### src/rtl/sr_pkg.sv
package sr_pkg;
  typedef enum logic [1:0] {
    LOCK_NONE = 2'b00,
    LOCK_QTR  = 2'b01,
    LOCK_HALF = 2'b10,
    LOCK_ALL  = 2'b11
  } lock_lvl_e;

  typedef struct packed {
    logic      wpen;
    logic [1:0] wd;
    lock_lvl_e  bl;
  } persist_t;

  localparam int BIT_BUSY = 0;
  localparam int BIT_WEL  = 1;
  localparam int BIT_FLAG = 6;
endpackage

### src/rtl/sr_lock_map.sv
module sr_lock_map
  import sr_pkg::*;
#(
  parameter int ADDR_W = 16
) (
  input  lock_lvl_e           lvl,
  input  logic [ADDR_W-1:0]   addr,
  output logic                locked
);
  localparam int TOP = ADDR_W - 1;

  logic [1:0] quarter;

  generate
    if (ADDR_W >= 2) begin : g_wide
      assign quarter = addr[TOP -: 2];
    end else begin : g_narrow
      assign quarter = {addr[0], addr[0]};
    end
  endgenerate

  always_comb begin
    unique case (lvl)
      LOCK_NONE: locked = 1'b0;
      LOCK_QTR:  locked = (quarter == 2'b11);
      LOCK_HALF: locked = quarter[1];
      default:   locked = 1'b1;
    endcase
  end
endmodule

### src/rtl/sr_volatile.sv
module sr_volatile (
  input  logic clk,
  input  logic rst_n,
  input  logic wren,
  input  logic wrdi,
  input  logic fset,
  input  logic fclr,
  input  logic start,
  input  logic done,
  output logic busy,
  output logic wel,
  output logic flag
);
  logic finish;
  assign finish = done & busy;

  always_ff @(posedge clk or negedge rst_n) begin
    if (!rst_n) begin
      busy <= 1'b0;
      wel  <= 1'b0;
      flag <= 1'b0;
    end else begin
      if (finish)     busy <= 1'b0;
      else if (start) busy <= 1'b1;

      if (finish || wrdi) wel <= 1'b0;
      else if (wren)      wel <= 1'b1;

      if (fclr)      flag <= 1'b0;
      else if (fset) flag <= 1'b1;
    end
  end


  busy_hold_chk: assert property (@(posedge clk) disable iff (!rst_n)
    busy && !done |=> busy);

  done_clears_chk: assert property (@(posedge clk) disable iff (!rst_n)
    busy && done |=> !busy && !wel);

  wrdi_wins_chk: assert property (@(posedge clk) disable iff (!rst_n)
    wrdi |=> !wel);

  fclr_wins_chk: assert property (@(posedge clk) disable iff (!rst_n)
    fclr |=> !flag);
endmodule

### src/rtl/sr_persist.sv
module sr_persist
  import sr_pkg::*;
#(
  parameter logic [1:0] BL_RST   = 2'b00,
  parameter logic [1:0] WD_RST   = 2'b00,
  parameter logic       WPEN_RST = 1'b0
) (
  input  logic       clk,
  input  logic       rst_n,
  input  logic       accept,
  input  logic [7:0] data,
  input  logic       done,
  input  logic       busy,
  output persist_t   q
);
  localparam persist_t RST_VAL = '{wpen: WPEN_RST, wd: WD_RST, bl: lock_lvl_e'(BL_RST)};

  persist_t held;
  logic     pend;

  always_ff @(posedge clk or negedge rst_n) begin
    if (!rst_n) begin
      q    <= RST_VAL;
      held <= RST_VAL;
      pend <= 1'b0;
    end else begin
      if (accept) begin
        held <= '{wpen: data[7], wd: data[5:4], bl: lock_lvl_e'(data[3:2])};
        pend <= 1'b1;
      end else if (done && busy) begin
        pend <= 1'b0;
        if (pend) q <= held;
      end
    end
  end


  persist_quiet_chk: assert property (@(posedge clk) disable iff (!rst_n)
    !done |=> $stable(q));
endmodule

### src/rtl/sr_status_ctl.sv
module sr_status_ctl
  import sr_pkg::*;
#(
  parameter int         ADDR_W   = 16,
  parameter logic [1:0] BL_RST   = 2'b00,
  parameter logic [1:0] WD_RST   = 2'b00,
  parameter logic       WPEN_RST = 1'b0
) (
  input  logic              clk,
  input  logic              rst_n,
  input  logic              wp_n,
  input  logic              cmd_wren,
  input  logic              cmd_wrdi,
  input  logic              cmd_flag_set,
  input  logic              cmd_flag_clr,
  input  logic              arr_wr_go,
  input  logic [ADDR_W-1:0] arr_addr,
  input  logic              sts_wr_go,
  input  logic [7:0]        sts_wr_data,
  input  logic              wr_done,
  output logic [7:0]        status_byte,
  output logic              arr_wr_ok,
  output logic              sts_wr_ok
);
  logic     busy, wel, flag, locked, pin_block;
  logic     arr_take, sts_take;
  persist_t pq;

  sr_lock_map #(.ADDR_W(ADDR_W)) u_map (
    .lvl(pq.bl), .addr(arr_addr), .locked(locked)
  );

  assign pin_block = pq.wpen & ~wp_n;
  assign arr_wr_ok = wel & ~busy & ~locked;
  assign sts_wr_ok = wel & ~busy & ~pin_block & (sts_wr_data[1:0] == 2'b00);
  assign arr_take  = arr_wr_go & arr_wr_ok;
  assign sts_take  = sts_wr_go & sts_wr_ok & ~arr_take;

  sr_volatile u_vol (
    .clk(clk), .rst_n(rst_n),
    .wren(cmd_wren), .wrdi(cmd_wrdi),
    .fset(cmd_flag_set), .fclr(cmd_flag_clr),
    .start(arr_take | sts_take), .done(wr_done),
    .busy(busy), .wel(wel), .flag(flag)
  );

  sr_persist #(.BL_RST(BL_RST), .WD_RST(WD_RST), .WPEN_RST(WPEN_RST)) u_per (
    .clk(clk), .rst_n(rst_n),
    .accept(sts_take), .data(sts_wr_data),
    .done(wr_done), .busy(busy), .q(pq)
  );

  assign status_byte = {pq.wpen, flag, pq.wd, pq.bl, wel, busy};


  wp_blocks_chk: assert property (@(posedge clk) disable iff (!rst_n)
    status_byte[7] && !wp_n |-> !sts_wr_ok);

  all_locked_chk: assert property (@(posedge clk) disable iff (!rst_n)
    status_byte[3:2] == 2'b11 |-> !arr_wr_ok);

  busy_refuses_chk: assert property (@(posedge clk) disable iff (!rst_n)
    status_byte[0] |-> !arr_wr_ok && !sts_wr_ok);

  low_bits_chk: assert property (@(posedge clk) disable iff (!rst_n)
    sts_wr_data[1:0] != 2'b00 |-> !sts_wr_ok);

  take_sets_busy_chk: assert property (@(posedge clk) disable iff (!rst_n)
    arr_wr_go && arr_wr_ok |=> status_byte[0]);
endmodule

### config.mk
export PLATFORM = sky130hd
export DESIGN_NAME = sr_status_ctl
export DESIGN_NICKNAME = d
export VERILOG_FILES = /design/src/rtl/sr_pkg.sv /design/src/rtl/sr_lock_map.sv /design/src/rtl/sr_volatile.sv /design/src/rtl/sr_persist.sv /design/src/rtl/sr_status_ctl.sv
export SDC_FILE = /design/constraint.sdc
export NUM_CORES = 1
export LEC_CHECK = 0
export BUFFER_PORTS_ARGS = -buffer_cell sky130_fd_sc_hd__buf_2
export CAP_MARGIN = 20
export CORE_MARGIN = 10
export CORE_UTILIZATION = 36
export DETAILED_ROUTE_END_ITERATION = 10
export GPL_ROUTABILITY_DRIVEN = 0
export MAX_ROUTING_LAYER = met4
export PLACE_DENSITY = 0.77
export SYNTH_ARGS = -nofsm -noshare
export SYNTH_HDL_FRONTEND = slang
export SYNTH_HIERARCHICAL = 1
export SYNTH_SLANG_ARGS = --single-unit
### constraint.sdc
create_clock -name clk -period 2.1 [get_ports clk]
set_clock_uncertainty 0.2 [all_clocks]
set_input_delay 0.42 -clock clk [delete_from_list [all_inputs] [get_ports clk]]
set_output_delay 0.42 -clock clk [all_outputs]
set_load 0.03 [all_outputs]
Word level (Yosys, flattened, before mapping)
Index checks and enable logic that the tools add are counted.
- register bits: 14
- word-level logic and storage cells: 47
- output and inout port bits: 10
- muxes and demuxes: 9
- bitwise gates (word level): 16
- reduce and logical (&&, ||, !) cells: 9
- equal/unequal tests: 3
- operators with widths (operator ; count):
    $and A1 B1 Y1 ; 9
    $mux W1 ; 8
    $reduce_bool A2 Y1 ; 4
    $not A1 Y1 ; 6
    $eq A2 B2 Y1 const B ; 2
    $logic_not A2 Y1 ; 2
    $pmux W1 S3 ; 1
    $reduce_and A3 Y1 ; 1
    $eq A2 B1 Y1 const B ; 1
    $logic_and A1 B1 Y1 ; 1
    $logic_or A1 B1 Y1 ; 1
    $or A1 B1 Y1 ; 1

Depth between registers and ports, before layout
- depth after elaboration: 10
- depth in mapped cells: 7
- mapped depth without buffers: 6

Hierarchy
Netlist, hierarchy kept.
- by module, submodules not included (module ; area an instance (sq um) ; cells an instance ; times used):
    sr_persist ; 435.4 ; 25 ; 1
    sr_volatile ; 112.6 ; 9 ; 1
    sr_status_ctl ; 106.4 ; 11 ; 1
    sr_lock_map ; 13.8 ; 3 ; 1

Least setup slack after synthesis
No wires, ideal clock.
- path type: reg-to-reg
- start point: reg u_per/q[0] (netlist name)
- end point: reg u_per/q[0] (netlist name)
- stages on the path, launching flop included: 8
- clock period less this slack: 2428 ps
- path buffers: 1
- path slack: -328 ps
- data arrival time: 2104 ps
- setup time: 125 ps
- cells stage by stage: dfrtp_1 o21ai_1 nand2_1 or4bb_2 nor4b_4 buf_6 nand4b_4 mux2_2
- cells in the longest elaborated chain, start to end: 9
- elaborated cells between the ends (all ways): 11
- those cells by class: eq/ne: 2; mux: 1; bitwise: 6; reduce/logical: 2
- ends and longest elaborated chain (item ; line ; source):
    from (decl) ; sr_persist.sv:14 ; output persist_t q
    from (signal assigned) ; sr_persist.sv:32 ; if (pend) q <= held;
    $eq A2 B2 Y1, or another cell as far along ; sr_lock_map.sv:23 ; unique case (lvl)
    $pmux W1 S3 (*) ; sr_lock_map.sv:23 ;
    net locked ; sr_status_ctl.sv:25 ; logic busy, wel, flag, locked, pin_block;
    $not A1 Y1 (*) ; sr_status_ctl.sv:34 ; assign arr_wr_ok = wel & ~busy & ~locked;
    $and A1 B1 Y1 (*) ; sr_status_ctl.sv:34 ;
    $and A1 B1 Y1 (*) ; sr_status_ctl.sv:36 ; assign arr_take = arr_wr_go & arr_wr_ok;
    $not A1 Y1 (*) ; sr_status_ctl.sv:37 ; assign sts_take = sts_wr_go & sts_wr_ok & ~arr_take;
    $and A1 B1 Y1 (*) ; sr_status_ctl.sv:37 ;
    net sts_take ; sr_status_ctl.sv:26 ; logic arr_take, sts_take;
    $not A1 Y1 (no source line) (*) ; -- ;
    $reduce_and A3 Y1 (no source line) (*) ; -- ;
Mark *: on every way through the listed nets, which the timed path passes. The rest lies on a longest branch.
A chain may end at the register's enable or synchronous reset.

Worst setup path in the final report
- start point: reg u_vol.busy
- end point: out sts_wr_ok
- cells in the longest elaborated chain, start to end: 4
- ends and longest elaborated chain (item ; line ; source):
    from (decl) ; sr_volatile.sv:10 ; output logic busy,
    from (signal assigned) ; sr_volatile.sv:19 ; busy <= 1'b0;
    from (signal assigned) ; sr_volatile.sv:23 ; if (finish) busy <= 1'b0;
    from (signal assigned) ; sr_volatile.sv:24 ; else if (start) busy <= 1'b1;
    $not A1 Y1 ; sr_status_ctl.sv:35 ; assign sts_wr_ok = wel & ~busy & ~pin_block & (sts_wr_data[1:0] == 2'b00);
    $and A1 B1 Y1 (3 in series) ; sr_status_ctl.sv:35 ;
    to (decl) ; sr_status_ctl.sv:23 ; output logic sts_wr_ok
No other way between the ends.

==> flow_summary.yaml <==
die:
  start_util_pct: 38.28
  fp-row-count: 15
  io_pins: 44
  core_sq_um: 1745
  die_area_sq_um: 3979
  die_x_um: 63.08
  die_h_um: 63.08
detailed_routing:
  wire_per_inst_um: 13.20
  drcViolationCount: 0
  final_wirelength_mm: 1.478
  ant_nets: 0
  first_iter_violations: 23
  dr.pass1.iters: 4
  viasPerCell: 4.518
  vias: 506
finish:
  area_growth_syn_to_layout_pct: 41.76
  post_route_insts_no_fill: 112
  final.fill_count: 159
  drive_gt1_share_pct: 70.11
  nNetsFinal: 122
  multi_input_combinational_cell_area_sq_um: 285.3
  insertedDiodeCount: 0
  seq_area_sq_um: 351.6
critical_path:
  critical_path.reg2reg.startpoint: "u_per/q[0]$_DFFE_PN0P_"
  worstSetupPathDepth: 4
  endpoint_kind: "output pin"
  startpoint: "u_vol/busy$_DFFE_PN0P_"
  cp_slowest_stage_delay_ns: 0.55
  critical_path.most_common_cell: "buf_6"
  cp.buffers_inverters: 2
  critical_path.startpoint_type: "flop"
  crit_path_cell_chain: "or4b_4 > buf_6 > nor2_2 > buf_6"
  worst_setup_path_type: "reg2out"
  critical-path-slowest-cell: "or4b_4"
  worst_case_reg_to_reg_path_depth: 6
  crit_end: "sts_wr_ok"
  worst-r2r-setup-slack_ns: -0.07
  critical_path.top_delay_family: "simple AND/OR/NAND/NOR gates"
  critPathRequiredTime_ns: 1.48
  worstPathMaxFanout: 2
  arrival_time_of_the_worst_setup_path_ns: 1.57
  crit-reg2reg-capture: "u_per/q[0]$_DFFE_PN0P_"
synthesis:
  synth_area_leaders: "dfrtp_1, mux2_2, nand4b_4"
  ys.flop_type: "dfrtp_1"
  synth_warn: 6
  synthesis.instances: 48
  seq_area_frac_synth_pct: 52.43
  syn_area_per_cell_sq_um: 13.92
  yosysUniqueCellTypes: 19
  share_of_the_synthesized_area_in_the_top_cell_type_pct: 52.43
  async_reset_ff_share_pct: 100.0
  synth.cells.most_frequent: "dfrtp_1, mux2_2, nor2_1"
  syn_nets: 82
  netlist.top_cell.by_area: "dfrtp_1"
  synthesis.area_sq_um: 668.1
  synth_edf_count: 0
  synth.ff_latch_count: 14
  dominant_cell_by_count_in_the_synthesized_netlist: "dfrtp_1"
sta:
  worst_pin_slew_ns: 0.3882
  slew_viol_final: 0
  fin_crit_sh_pct: 104.4
  max-slew-margin-rel_pct: 74.07
  final.setup.worst_slack_ns: -0.09265
  rsz0062_at_grt: "true"
  fmax_mhz: 456.1
  period_needed_ns: 2.193
  timing.final.setup_violations: 6
  timing_hold_violations_final: 0
pwr:
  leakage_nw: 0.5119
  internal_power_mw: 0.6339
  power.switching_mw: 0.3170
  share_clk_of_total_power_pct: 19.7
  power.share.sequential_pct: 42.3
  netSwitchingFraction_pct: 33.33
  maximum_resistive_drop_on_vdd_v: 0.0004000
  p_comb_share_pct: 38.0
  power_density_nw_per_um2: 1004
cts:
  cts-htree-levels: 1
  clkLatencyLatePin_ns: 0.27
  clock-sinks: 14
  root_driver: "clkbuf_4"
  cts_made_buffers: 3
  worst_setup_hold_path_clk_slew_ns: 0.08
  max_root_sink_buffers: 2
  cts_tree: "yes"
hold_path:
  holdCritPathClass: "in2reg"
  hold-path-cell-count: 2
global_routing:
  wire_length_of_the_first_global_routing_pass_mm: 2.456
  grt_start_max_net_pins: 15
  antenna_violations_before_repair: 0
  globalRouteTotalUtil_pct: 7.909
  first_global_vias: 533
  grt_overflow: 0
placement:
  detailed_placer_s_ending_hpwl_mm: 1.165
  io_buffer_count: 28
  pre_cts_slack_ns: -0.1826
  dpl.cell_count: 103
status:
  outcome: "finished, violations left"
  violations: "negative setup slack"
job:
  max_cap_violations: 0
metrics by stage:
step | hold WS [ns] | power (mW) | cell area (sq um) | setup TNS (ns) | utilization, %
after floorplan | -0.07559 | 0.6343 | 671.9 | -0.8280 | -
after global routing | 0.08378 | 1.010 | 947.2 | -0.7788 | 54.27
after CTS | 0.07880 | 0.9573 | 925.9 | -0.3918 | 53.05
after global placement | 0.1197 | 0.7373 | 854.6 | -1.049 | 48.96
final | 0.08881 | 0.9509 | 947.2 | -0.3269 | 54.27
after detailed placement | 0.1270 | 0.7489 | 854.6 | -1.241 | 48.96
worst min-delay path by stage:
stage,slack (ns),to,from
after global routing,0.08,u_vol/flag$_DFFE_PN0P_,cmd_flag_clr
after detailed placement,0.13,u_vol/flag$_DFFE_PN0P_,rst_n
after global placement,0.12,u_vol/flag$_DFFE_PN0P_,rst_n
after floorplan,-0.08,u_per/held[0]$_DFFE_PN0P_,rst_n
final,0.09,u_vol/flag$_DFFE_PN0P_,cmd_flag_clr
after CTS,0.08,u_vol/flag$_DFFE_PN0P_,cmd_flag_clr
metal layers:
| layer | vias to the layer above | GRT usage, % | wire length, um |
|---|---|---|---|
| li1 | 246 | - | - |
| met1 | 239 | 8.257 | 631 |
| met2 | 19 | 12.82 | 741 |
| met3 | 2 | 1.767 | 71 |
| met4 | 0 | 5.866 | 34 |
| met5 | - | - | 0 |
flip-flops by register name, summed over array words and instances, names as in the netlist:
register / flops
u_per/held: 5
u_per/q: 5
u_per/pend: 1
u_vol/busy: 1
u_vol/flag: 1
u_vol/wel: 1
layout by cell type, fill, tap and decap left out, drive strengths merged, types with 2 or more instances in the layout:
cell type,instances
clkbuf,4
mux2,10
dfrtp,14
inv,2
nor2,4
nand2,2
buf,38
logic make-up after synthesis:
group | synth area share [%]
muxes | 18.35
AOI/OAI and AO/OA | 5.804
DFF | 52.44
buffers and inverters | 6.180
and+or+nand+nor | 17.23
timing repair:
| action | 4_1_cts | 5_1_grt |
|---|---|---|
| pin swaps | 1 | 2 |
| hold buffers | 1 | 0 |
| resized for setup | 3 | 2 |
| buffers inserted | 3 | 2 |
| endpoints found under the hold margin | 14 | 0 |
| endpoints found under the setup margin | 6 | 11 |
power groups by stage:
| stage | clock network (mW) | logic [mW] | registers [mW] |
|---|---|---|---|
| 2_1_floorplan | 0 | 0.158 | 0.477 |
| 6_report | 0.187 | 0.361 | 0.402 |
| 5_1_grt | 0.209 | 0.390 | 0.412 |
| 3_3_place_gp | 0 | 0.330 | 0.408 |
| 4_1_cts | 0.194 | 0.361 | 0.403 |
| 3_5_place_dp | 0 | 0.338 | 0.411 |
worst reg2reg max path: cells and delay by family, from the launching register on:
kind             cells  cell delay [ns]
flip-flops           1             0.42
multiplexers         1             0.33
AO/OA/AOI/OAI        1             0.12
AND/OR/NAND/NOR      4             0.98
layout make-up:
cell class,instances,share of cell area [%]
Sequential cell,14,37.12
Timing Repair Buffer,39,24.83
Clock buffer,4,3.831
Multi-Input combinational cell,28,30.12
Tap cell,25,3.303
Inverter,2,0.7926
Power figures use the tool's default switching activity.
